===== src/rtl/rsf_pkg.sv =====
package rsf_pkg;
  typedef logic [15:0] idx_t;

  typedef enum logic [1:0] {
    ST_IDLE,
    ST_CALL,
    ST_RET,
    ST_FLUSH
  } seq_state_e;

  function automatic idx_t ring_add(idx_t a, idx_t b, idx_t n);
    idx_t s;
    s = a + b;
    return (s >= n) ? s - n : s;
  endfunction

  function automatic idx_t ring_sub(idx_t a, idx_t b, idx_t n);
    return (a >= b) ? a - b : a + n - b;
  endfunction
endpackage


===== src/rtl/rsf_rename.sv =====
module rsf_rename
  import rsf_pkg::*;
#(
  parameter int NUM_GLB = 32,
  parameter int NPS     = 40,
  parameter int LW      = 7,
  parameter int PW      = 7,
  parameter int PSW     = 6,
  parameter int CW      = 7
) (
  input  logic [LW-1:0]  lreg_i,
  input  logic [PSW-1:0] bof_i,
  input  logic [CW-1:0]  sof_i,
  output logic [PW-1:0]  preg_o,
  output logic           illegal_o
);
  idx_t lreg_x, off_x, slot_x, phys_x;

  always_comb begin
    lreg_x    = idx_t'(lreg_i);
    off_x     = lreg_x - idx_t'(NUM_GLB);
    slot_x    = '0;
    phys_x    = '0;
    illegal_o = 1'b0;
    if (lreg_x < idx_t'(NUM_GLB)) begin
      phys_x = lreg_x;
    end else if (off_x < idx_t'(sof_i)) begin
      slot_x = ring_add(idx_t'(bof_i), off_x, idx_t'(NPS));
      phys_x = idx_t'(NUM_GLB) + slot_x;
    end else begin
      illegal_o = 1'b1;
    end
    preg_o = phys_x[PW-1:0];
  end
endmodule


===== src/rtl/rsf_frame_stack.sv =====
module rsf_frame_stack #(
  parameter int DEPTH = 4,
  parameter int CW    = 7
) (
  input  logic          clk_i,
  input  logic          rst_ni,
  input  logic          push_i,
  input  logic          pop_i,
  input  logic [CW-1:0] push_val_i,
  output logic [CW-1:0] top_o,
  output logic          full_o,
  output logic          empty_o
);
  localparam int DW = $clog2(DEPTH + 1);
  localparam int IW = (DEPTH > 1) ? $clog2(DEPTH) : 1;
  localparam logic [DW-1:0] ONE_D = 1;

  logic [DW-1:0] cnt_q, top_idx;
  logic [DEPTH-1:0][CW-1:0] slots;

  for (genvar i = 0; i < DEPTH; i++) begin : g_slot
    logic [CW-1:0] slot_q;
    always_ff @(posedge clk_i or negedge rst_ni) begin
      if (!rst_ni) slot_q <= '0;
      else if (push_i && cnt_q == DW'(i)) slot_q <= push_val_i;
    end
    assign slots[i] = slot_q;
  end

  always_ff @(posedge clk_i or negedge rst_ni) begin
    if (!rst_ni) cnt_q <= '0;
    else if (push_i && !full_o) cnt_q <= cnt_q + ONE_D;
    else if (pop_i && !empty_o) cnt_q <= cnt_q - ONE_D;
  end

  assign full_o  = (cnt_q == DW'(DEPTH));
  assign empty_o = (cnt_q == '0);
  assign top_idx = cnt_q - ONE_D;
  assign top_o   = empty_o ? '0 : slots[top_idx[IW-1:0]];
endmodule


===== src/rtl/rsf_seq.sv =====
module rsf_seq
  import rsf_pkg::*;
#(
  parameter int NPS = 40,
  parameter int AW  = 16,
  parameter int CW  = 7,
  parameter int PSW = 6
) (
  input  logic           clk_i,
  input  logic           rst_ni,
  input  logic           call_i,
  input  logic [CW-1:0]  call_size_i,
  input  logic           ret_i,
  input  logic           flush_i,
  input  logic           mem_ack_i,
  input  logic           stk_full_i,
  input  logic           stk_empty_i,
  input  logic [CW-1:0]  stk_top_i,
  output logic           ready_o,
  output logic           push_o,
  output logic           pop_o,
  output logic [CW-1:0]  push_val_o,
  output logic [PSW-1:0] bof_o,
  output logic [CW-1:0]  sof_o,
  output logic           mem_req_o,
  output logic           mem_we_o,
  output logic [AW-1:0]  mem_addr_o,
  output logic [PSW-1:0] mem_slot_o,
  output logic [AW-1:0]  bsp_o
);
  localparam logic [AW-1:0] ONE_A = 1;
  localparam logic [CW-1:0] ONE_C = 1;

  seq_state_e    state_q;
  logic [PSW-1:0] bof_q;
  logic [CW-1:0]  sof_q, ndirty_q, target_q;
  logic [AW-1:0]  bsp_q;

  logic idle, size_ok, do_flush, do_call, do_ret;
  logic need_spill, need_fill, xfer;
  idx_t bof_call, bof_ret, spill_slot, fill_slot;

  always_comb begin
    idle     = (state_q == ST_IDLE);
    size_ok  = idx_t'(call_size_i) <= idx_t'(NPS);
    do_flush = idle && flush_i;
    do_call  = idle && !flush_i && call_i && size_ok && !stk_full_i;
    do_ret   = idle && !flush_i && !call_i && ret_i && !stk_empty_i;

    need_spill = ((state_q == ST_CALL) &&
                  (idx_t'(ndirty_q) + idx_t'(target_q) > idx_t'(NPS))) ||
                 ((state_q == ST_FLUSH) && (ndirty_q != '0));
    need_fill  = (state_q == ST_RET) && (ndirty_q < target_q);
    xfer       = (need_spill || need_fill) && mem_ack_i;

    bof_call   = ring_add(idx_t'(bof_q), idx_t'(sof_q), idx_t'(NPS));
    bof_ret    = ring_sub(idx_t'(bof_q), idx_t'(target_q), idx_t'(NPS));
    spill_slot = ring_sub(idx_t'(bof_q), idx_t'(ndirty_q), idx_t'(NPS));
    fill_slot  = ring_sub(idx_t'(bof_q), idx_t'(ndirty_q) + 16'd1, idx_t'(NPS));
  end

  always_ff @(posedge clk_i or negedge rst_ni) begin
    if (!rst_ni) begin
      state_q  <= ST_IDLE;
      bof_q    <= '0;
      sof_q    <= '0;
      ndirty_q <= '0;
      target_q <= '0;
      bsp_q    <= '0;
    end else begin
      unique case (state_q)
        ST_IDLE: begin
          if (do_flush) begin
            state_q <= ST_FLUSH;
          end else if (do_call) begin
            bof_q    <= bof_call[PSW-1:0];
            ndirty_q <= ndirty_q + sof_q;
            target_q <= call_size_i;
            sof_q    <= '0;
            state_q  <= ST_CALL;
          end else if (do_ret) begin
            target_q <= stk_top_i;
            sof_q    <= '0;
            state_q  <= ST_RET;
          end
        end
        ST_CALL, ST_FLUSH: begin
          if (xfer) begin
            ndirty_q <= ndirty_q - ONE_C;
            bsp_q    <= bsp_q + ONE_A;
          end else if (!need_spill) begin
            if (state_q == ST_CALL) sof_q <= target_q;
            state_q <= ST_IDLE;
          end
        end
        ST_RET: begin
          if (xfer) begin
            ndirty_q <= ndirty_q + ONE_C;
            bsp_q    <= bsp_q - ONE_A;
          end else if (!need_fill) begin
            bof_q    <= bof_ret[PSW-1:0];
            ndirty_q <= ndirty_q - target_q;
            sof_q    <= target_q;
            state_q  <= ST_IDLE;
          end
        end
        default: state_q <= ST_IDLE;
      endcase
    end
  end

  assign ready_o    = idle;
  assign push_o     = do_call;
  assign pop_o      = do_ret;
  assign push_val_o = sof_q;
  assign bof_o      = bof_q;
  assign sof_o      = sof_q;
  assign mem_req_o  = need_spill || need_fill;
  assign mem_we_o   = need_spill;
  assign mem_addr_o = need_fill ? bsp_q - ONE_A : bsp_q;
  assign mem_slot_o = need_fill ? fill_slot[PSW-1:0] : spill_slot[PSW-1:0];
  assign bsp_o      = bsp_q;
endmodule


===== src/rtl/rsf_frame_mgr.sv =====
module rsf_frame_mgr #(
  parameter int NUM_LOG   = 128,
  parameter int NUM_GLB   = 32,
  parameter int NPS       = 40,
  parameter int MAX_DEPTH = 4,
  parameter int AW        = 16,
  localparam int LW  = $clog2(NUM_LOG),
  localparam int PW  = $clog2(NUM_GLB + NPS)
) (
  input  logic          clk_i,
  input  logic          rst_ni,
  input  logic          call_i,
  input  logic [LW-1:0] call_size_i,
  input  logic          ret_i,
  input  logic          flush_i,
  output logic          ready_o,
  input  logic [LW-1:0] lreg_i,
  output logic [PW-1:0] preg_o,
  output logic          illegal_o,
  output logic          mem_req_o,
  output logic          mem_we_o,
  output logic [AW-1:0] mem_addr_o,
  output logic [PW-1:0] mem_preg_o,
  input  logic          mem_ack_i,
  output logic [AW-1:0] bsp_o,
  output logic [LW-1:0] frame_size_o
);
  localparam int PSW = (NPS > 1) ? $clog2(NPS) : 1;
  localparam int CW  = LW;

  logic           push, pop, stk_full, stk_empty;
  logic [CW-1:0]  push_val, stk_top, sof;
  logic [PSW-1:0] bof, mem_slot;

  rsf_seq #(.NPS(NPS), .AW(AW), .CW(CW), .PSW(PSW)) u_seq (
    .clk_i       (clk_i),
    .rst_ni      (rst_ni),
    .call_i      (call_i),
    .call_size_i (call_size_i),
    .ret_i       (ret_i),
    .flush_i     (flush_i),
    .mem_ack_i   (mem_ack_i),
    .stk_full_i  (stk_full),
    .stk_empty_i (stk_empty),
    .stk_top_i   (stk_top),
    .ready_o     (ready_o),
    .push_o      (push),
    .pop_o       (pop),
    .push_val_o  (push_val),
    .bof_o       (bof),
    .sof_o       (sof),
    .mem_req_o   (mem_req_o),
    .mem_we_o    (mem_we_o),
    .mem_addr_o  (mem_addr_o),
    .mem_slot_o  (mem_slot),
    .bsp_o       (bsp_o)
  );

  rsf_frame_stack #(.DEPTH(MAX_DEPTH), .CW(CW)) u_stack (
    .clk_i      (clk_i),
    .rst_ni     (rst_ni),
    .push_i     (push),
    .pop_i      (pop),
    .push_val_i (push_val),
    .top_o      (stk_top),
    .full_o     (stk_full),
    .empty_o    (stk_empty)
  );

  rsf_rename #(
    .NUM_GLB(NUM_GLB), .NPS(NPS), .LW(LW), .PW(PW), .PSW(PSW), .CW(CW)
  ) u_rename (
    .lreg_i    (lreg_i),
    .bof_i     (bof),
    .sof_i     (sof),
    .preg_o    (preg_o),
    .illegal_o (illegal_o)
  );

  assign mem_preg_o   = PW'(NUM_GLB) + PW'(mem_slot);
  assign frame_size_o = sof;
endmodule


===== config.mk =====
export PLATFORM = sky130hd
export DESIGN_NAME = rsf_frame_mgr
export DESIGN_NICKNAME = d
export VERILOG_FILES = /design/src/rtl/rsf_pkg.sv /design/src/rtl/rsf_rename.sv /design/src/rtl/rsf_frame_stack.sv /design/src/rtl/rsf_seq.sv /design/src/rtl/rsf_frame_mgr.sv
export SDC_FILE = /design/constraint.sdc
export NUM_CORES = 1
export LEC_CHECK = 0
export BUFFER_PORTS_ARGS = -buffer_cell sky130_fd_sc_hd__buf_2
export CAP_MARGIN = 20
export CORE_MARGIN = 2
export CORE_UTILIZATION = 30
export DETAILED_ROUTE_END_ITERATION = 7
export PLACE_DENSITY = 0.52
export SETUP_SLACK_MARGIN = 0.3
export SYNTH_ARGS = -nofsm -noshare
export SYNTH_HDL_FRONTEND = slang
export SYNTH_SLANG_ARGS = --single-unit

===== constraint.sdc =====
create_clock -name clk_i -period 3.6 [get_ports clk_i]
set_clock_uncertainty 0.05 [all_clocks]
set_input_delay 0.18 -clock clk_i [delete_from_list [all_inputs] [get_ports clk_i]]
set_output_delay 0.18 -clock clk_i [all_outputs]
set_load 0.02 [all_outputs]

==> flow_metrics.tcl <==
set metrics [dict create \
    drc_errors 0 \
    place_congestion 0.848 \
    slew_viol_final 0 \
    port_buffers 76 \
    rsz0062_at_grt "yes" \
    synth_fp_nets 929 \
    setup_viol 3 \
    outcome "finished, violations left" \
    tightest_slew_ps 825 \
    clock_latency_ps 350 \
    grt.overflow.total 0 \
    syn-instance-count 822 \
    path_max_fanout 4 \
    cap_viol_max_count 0 \
    met2_usage_pct 27.7 \
    nets 1076 \
    hold_viol_final 0 \
    netlist_area_mm2 0.00735 \
    grt_max_degree 54 \
    clk_pin_slew_ps 70 \
    synth_top_area_share_pct 25.9 \
    cts_tree "built" \
    grt_use_total_pct 17.2 \
    fmax_mhz 245 \
    fin_worst_hold_slack_ps 62.0 \
    use_met1_pct 24.5 \
    stdcell_area_mm2 0.00945 \
    yosys.area.top_type "dfrtp_1" \
    crit_slowest_cell "dfrtp_2" \
    grt_pass1_wl_um 35500 \
    antenna_found_initial 0 \
    relSlewSlack_pct 44.6 \
    worstSetupEndpointType "output port" \
    numCtsBuffers 9 \
    area_growth_pct 28.5 \
    grt_pass1_vias 6362 \
    htree_num_levels 3 \
    synth_edf_count 0 \
    placedCellCount 1249 \
    violations "setup timing" \
    post-route-util_pct 39.1 \
    ys_async_sr_fraction_pct 100 \
    wire_per_inst_um 17.1 \
    routed_wl_um 22100 \
    seq_area_frac_synth_pct 25.9 \
    drive_gt1_share_pct 31.1 \
    dpl-instance-area_mm2 0.00850 \
    yosys_warnings 0 \
    r2r_cells 15 \
    synth_seq_cells 76 \
    antenna_cells_inserted 0 \
    crit_required_ps 3370 \
    die_y_um 161 \
    cts_buffer_depth 2 \
    yosysMostFrequentCell "ha_1" \
    final_antenna_net_count 0 \
    synth_area_leaders "dfrtp_1 (26%), ha_1 (13%), xnor2_1 (4.8%)" \
    finalCritPeriodShare_pct 114 \
    path_class "flop to output port" \
    dieArea_mm2 0.0258 \
    grt-busiest-layer "met2" \
    via_per_inst 5.16 \
    hp-class "input port to flop" \
    synth-main-ff-cell "dfrtp_1" \
    ioPinCount 77 \
    die_x_um 161 \
    vias 6700 \
    dp_hpwl_um 16600 \
    max_stage_delay_ps 420 \
    min_path_cells 3 \
    worst_setup_path_start_kind "flop" \
    clkSinkCount 76 \
    grt_use_met3_pct 2.07 \
    synth_area_per_cell_um2 8.95 \
    synth_common_cells "ha_1 (79), dfrtp_1 (76), nand2_1 (59)" \
    fin_ws_ps -486 \
    placementRows 57 \
    firstDrtPassIters 4 \
    yosysUniqueCellTypes 72 \
    min_period_ps 4090 \
    fin_cells 1298 \
    core_mm2 0.0242 \
    cts-root-buf "clkbuf_16" \
    worstPathArrival_ps 3860 \
    start_util_pct 30.4 \
    drtIter0Drc 480 \
    cp_cell_sequence "inv_2, ha_4, inv_2, fa_2, a21o_1, o21a_1, o211ai_1, a221oi_2, xnor2_1, ha_1, and2_1, a311o_1, a21oi_2, xnor2_1, o21ai_1, o22a_2, buf_2" \
]
## routing by layer
metal	share of wire (%)	wire (um)
met1	49	10800
met2	47	10300
met3	2.9	641
met4	1.5	339
met5	0	0
## flip-flops by register name (all words and copies together), names as in the netlist
register	count
u_seq.ndirty_q	7
u_stack.g_slot.slot_q	28
u_seq.bof_o	6
u_seq.push_val_o	7
u_stack.cnt_q	3
u_seq.target_q	7
u_seq.bsp_o	16
u_seq.state_q	2
## worst paths after layout
check,start,end,slack (ps)
max,u_seq.ndirty_q[0]$_DFFE_PN0P_,mem_preg_o[6],-490
min reg2reg,u_seq.bsp_o[15]$_DFFE_PN0P_,u_seq.bsp_o[15]$_DFFE_PN0P_,450
max reg2reg,u_seq.bof_o[4]$_DFFE_PN0P_,u_seq.bof_o[5]$_DFFE_PN0P_,420
min,call_size_i[5],u_seq.target_q[5]$_DFFE_PN0P_,60
max in group asynchronous,rst_ni,u_seq.target_q[6]$_DFFE_PN0P_,2260
min in group asynchronous,rst_ni,u_seq.bsp_o[5]$_DFFE_PN0P_,390
## kinds of logic after synthesis
family,Yosys count,synth area share [%]
DFF,76,25.9
muxes,48,8.98
buffers and inverters,94,5.29
adders and majority gates,87,15.6
AOI/OAI and AO/OA,196,18.6
and+or+nand+nor,256,17.9
xor gates and xnor gates,65,7.74
## critical path, delay by kind of cell, from the launching register on
family / cells / cell delay [ps]
and+or+nand+nor: 1 / 170
buffers and inverters: 3 / 270
xor gates and xnor gates: 2 / 300
adders and majority gates: 3 / 910
AOI/OAI and AO/OA: 8 / 1430
DFF: 1 / 420
## layout make-up
cell class,count,area [um^2]
clock buffer,10,239
clock inverter,6,47.5
fill,2452,14700
inverter,58,224
multi-input combinational,652,5430
sequential,76,1910
tap,324,405
timing repair buffer,172,1190
## layout by cell type (no fill, tap or decap), types with 16 or more instances in the layout
master,Yosys,routed
a21oi_1,38,32
o21ai_0,39,34
mux2_4,14,16
dfrtp_1,76,67
buf_4,0,92
nand3_1,20,19
xnor2_1,40,36
mux2_2,18,16
nor2_1,54,54
nor3_1,27,23
buf_2,5,64
inv_1,58,53
xor2_1,25,24
nand2_1,59,59
ha_1,79,68
## stage by stage
stage,setup WS (ps),setup TNS [ps]
floorplan,-36.9,-72.9
finish,-486,-956
global route,-671,-1540
detailed placement,-157,-264
global placement,-114,-173
CTS,-497,-1010
## timing repair
action	4_1_cts	5_1_grt
pin swaps	31	18
setup endpoints to repair	36	37
hold buffers	1	0
gates cloned	0	0
endpoints found under the hold margin	52	0
gates resized for setup	62	28
setup buffers	30	2
Power is not shown: default switching activity piles up to over one toggle a cycle in this logic, so the estimate is an artifact.
